==> config.mk <==
export PLATFORM = sky130hd
export DESIGN_NAME = fp_sign_unit
export DESIGN_NICKNAME = d
export VERILOG_FILES = /design/src/rtl/fp_sign_unit.sv
export SDC_FILE = /design/constraint.sdc
export NUM_CORES = 1
export LEC_CHECK = 0
export ABC_AREA = 1
export BUFFER_PORTS_ARGS = -buffer_cell sky130_fd_sc_hd__buf_2
export CORE_MARGIN = 5
export CORE_UTILIZATION = 25
export CTS_CLUSTER_SIZE = 25
export DETAILED_ROUTE_END_ITERATION = 8
export GPL_TIMING_DRIVEN = 0
export PLACE_DENSITY_LB_ADDON = 0.25
export SKIP_LAST_GASP = 1
export SYNTH_ARGS = -nofsm -noshare
export SYNTH_HDL_FRONTEND = slang
export SYNTH_SLANG_ARGS = --single-unit
==> constraint.sdc <==
create_clock -name clk -period 7.9 [get_ports clk]
set_clock_uncertainty 0.05 [all_clocks]
set_input_delay 1.185 -clock clk [delete_from_list [all_inputs] [get_ports clk]]
set_output_delay 1.185 -clock clk [all_outputs]
set_load 0.02 [all_outputs]
==> src/rtl/fp_sign_unit.sv <==
module fp_sign_unit #(
  parameter int DATA_W   = 64,
  parameter int STAT_W   = 32,
  parameter int PRI_OP   = 63,
  parameter int XO_NEG   = 40,
  parameter int XO_ABS   = 264,
  parameter int XO_NABS  = 136,
  parameter int XO_MOVE  = 72
) (
  input  logic              clk,
  input  logic              rst,
  input  logic              in_valid,
  input  logic [31:0]       instr,
  input  logic [DATA_W-1:0] src_val,
  input  logic [STAT_W-1:0] fpscr,
  output logic [4:0]        src_idx,
  output logic              out_valid,
  output logic              dst_we,
  output logic [4:0]        dst_idx,
  output logic [DATA_W-1:0] dst_val,
  output logic              cr_we,
  output logic [3:0]        cr_field
);
  localparam int OP_W = 6;
  localparam int XO_W = 10;
  localparam int CR_W = 4;

  typedef enum logic [1:0] {K_MOVE, K_NEG, K_ABS, K_NABS} kind_e;

  logic [OP_W-1:0] op_f;
  logic [XO_W-1:0] xo_f;
  logic [4:0]      rt_f;
  logic            rec_f;
  logic            known;
  kind_e           kind;
  logic            new_sign;
  logic            accept;

  assign op_f    = instr[31:26];
  assign rt_f    = instr[25:21];
  assign src_idx = instr[15:11];
  assign xo_f    = instr[10:1];
  assign rec_f   = instr[0];

  always_comb begin
    known = 1'b1;
    kind  = K_MOVE;
    if (xo_f == XO_W'(XO_NEG))       kind = K_NEG;
    else if (xo_f == XO_W'(XO_ABS))  kind = K_ABS;
    else if (xo_f == XO_W'(XO_NABS)) kind = K_NABS;
    else if (xo_f == XO_W'(XO_MOVE)) kind = K_MOVE;
    else                             known = 1'b0;
  end

  always_comb begin
    unique case (kind)
      K_NEG:   new_sign = ~src_val[DATA_W-1];
      K_ABS:   new_sign = 1'b0;
      K_NABS:  new_sign = 1'b1;
      default: new_sign = src_val[DATA_W-1];
    endcase
  end

  assign accept = in_valid && (op_f == OP_W'(PRI_OP)) && known;

  always_ff @(posedge clk) begin
    if (rst) begin
      out_valid <= 1'b0;
      dst_we    <= 1'b0;
      cr_we     <= 1'b0;
    end else begin
      out_valid <= accept;
      dst_we    <= accept;
      cr_we     <= accept && rec_f;
    end
    if (accept) begin
      dst_idx  <= rt_f;
      dst_val  <= {new_sign, src_val[DATA_W-2:0]};
      cr_field <= fpscr[STAT_W-1 -: CR_W];
    end
  end
endmodule


==> impl_results.md <==
* # hold bufs at CTS at 0
* Post-Synth XOR/XNOR Area at 0%
* F_max at 0.374 GHz
* Worst-Margin Slew at 907 ps
* Initial Util at 25.6%
* YS warnings at 0
* Worst IR Drop VDD at 0.0000884 V
* Num rows at 36
* TritonRoute pass-1 iters at 5
* Via Count at 1711
* Detailed placement HPWL at 5030 um
* Clock buffer count from CTS at 9
* Post-synthesis cell type count at 15
* Diode count at 0
* Vias in the first global route at 1715
* Largest family of logic cells by synthesized area: simple AND/OR/NAND/NOR gates
* Multiplexer area fraction after synthesis at 0%
* Port Buffers at 173
* Die height at 110 um
* Gp weighted congestion at 0.742
* Leakage at 1.67 nW
* Post-place instance area at 0.00354 mm^2
* CTS tree: built
* WL/cell at 14.4 um
* Clock-pin slew on the worst setup and hold paths at 80 ps
* Critical path type: in -> out
* Status: finished, final reports clean
* Synthesized-area fraction occupied by adder cells at 0%
* H-Tree Depth at 3
* Post-Syn Instances at 127
* Crit-path cells: buf_4 > buf_2
* Synth Area in Simple Gates at 6.80%
* WP data required at 6660 ps
* Layout cells sized above 1 at 65.8%
* Largest net degree at the start of global routing at 74
* Vias per cell at 3.81
* Sum of negative setup slack at 0 ps
* Cell area after layout at 0.00380 mm^2
* # IOs at 212
* Remaining global-route overflow at 0
* CP max FO at 1
* DRC violations left at 0
* Worst hold slack at 958 ps
* Routed WL at 6450 um
* Worst path slowest cell: buf_2
* Initial antenna violation count at 0
* Post-CTS Setup Bufs at 0
* Root buffer cell: clkbuf_8
* PD cells at 225 mW/mm^2
* Antenna-violating nets left at 0
* Die Wd at 110 um
* Post-Syn Nets at 258
* Layout Nets at 442
* Area growth from synthesis to layout at 51.9%
* Max Slew Vio Count at 0
* #FFs+latches synth at 75
* Core area at 0.00977 mm^2
* Mapped Area at 0.00250 mm^2
* Post-layout min period at 2670 ps
* First-pass GRT wire length at 8860 um
* Hold Vio Cnt, Final at 0
* # Max-Cap Violations at 0
* Crit. End Element: primary output
* CP arrival at 1440 ps
* Clock Tree Buf Depth at 2
* Crit path max-delay family: buffers and inverters
* CTS resizes at 0
* All-Layer GR Usage at 10.3%
* RSZ-0062 raised after global routing: false
* CP bufs+invs at 2
* Worst Hold Class: in -> reg
* Period utilization at 33.8%
* Max incr delay on CP at 150 ps
* Clock sinks at 75
* Max_slew headroom at 39.6%
* Mean Syn Cell Area at 19.7 um^2
* Complex-gate fraction of the synthesized area at 0%
* CP startpoint kind: input port
* Final setup fails at 0
* Fillers at 947
* Drt first-iter violations at 66
* Die ar. at 0.0121 mm^2
* Proportion of synthesized chip area in sequential cells at 89.2%
[metal layers]
layer / global-route usage [%] / wire, um
met1: 10.5 / 2320
met2: 16.6 / 2980
met3: 6.41 / 1050
met4: 4.81 / 102
met5: 0 / 0
[stage by stage]
stage	total power, W	util [%]	setup slack [ps]	cells
5_1_grt	0.000888	38.9	5100	449
2_1_floorplan	0.000453	-	4360	127
4_1_cts	0.000867	38.9	5230	449
3_3_place_gp	0.000476	36.2	3550	433
3_5_place_dp	0.000478	36.2	4910	433
6_report	0.000854	38.9	5230	449
[layout by cell type, fill, tap and decap left out, types with 2 or more instances in the layout]
master     netlist  routed
nand4_1          2       2
bufinv_16        0       4
edfxtp_1        73      73
inv_1           12      11
nor2_1           4       4
inv_2            3       3
nand3_2          2       2
buf_4            6       6
nand2_1         11      11
buf_2            0     173
clkbuf_8         0       9
nand3_1          3       3
dfxtp_1          2       2
nor2_2           4       4
nand2_2          2       2
[synthesized netlist by cell type]
library cell	count	area (um^2)
buf_4	6	45.0
nand2_2	2	12.5
nand3_1	3	15.0
nand3_2	2	20.0
nor2_4	1	11.3
nand3b_2	1	11.3
or2_0	1	6.26
nand4_1	2	12.5
dfxtp_1	2	40.0
nor2_2	4	25.0
nand2_1	11	41.3
inv_2	3	11.3
inv_1	12	45.0
nor2_1	4	15.0
edfxtp_1	73	2190
[state kept, by name (all words and copies together) (netlist names)]
register,count
cr_we,1
dst_val,64
cr_field,4
dst_idx,5
dst_we,1
[where the power goes]
group / leakage, nW / internal, W / switching, W
clock: 0.127 / 0.000243 / 0.000142
sequential: 0.672 / 0.000435 / 0.00000000518
combinational: 0.873 / 0.0000201 / 0.0000129
total: 1.67 / 0.000699 / 0.000155
[path summary, 6_finish.rpt]
path / depth (start not counted) / from / to / slack, ps
worst max-delay path: 2 / instr[11] / src_idx[0] / 5230
worst min-delay path: 1 / src_val[53] / dst_val[53]$_DFFE_PP_ / 960
[final cells by class]
cell class	instances	area (um^2)	area share (%)
buffer	6	45.0	1.18
clock buffer	10	128	3.36
clock inverter	6	136	3.59
inverter	15	58.8	1.55
multi-input combinational	31	170	4.48
sequential	75	2230	58.7
tap	133	166	4.38
timing repair buffer	173	866	22.8
[logic make-up (layout without fill, tap and decap cells)]
| family | Yosys count | in the layout |
|---|---|---|
| buf+inv | 21 | 210 |
| flops | 75 | 75 |
| simple gates | 31 | 31 |
Note: power is estimated with default switching activity, not from simulation.
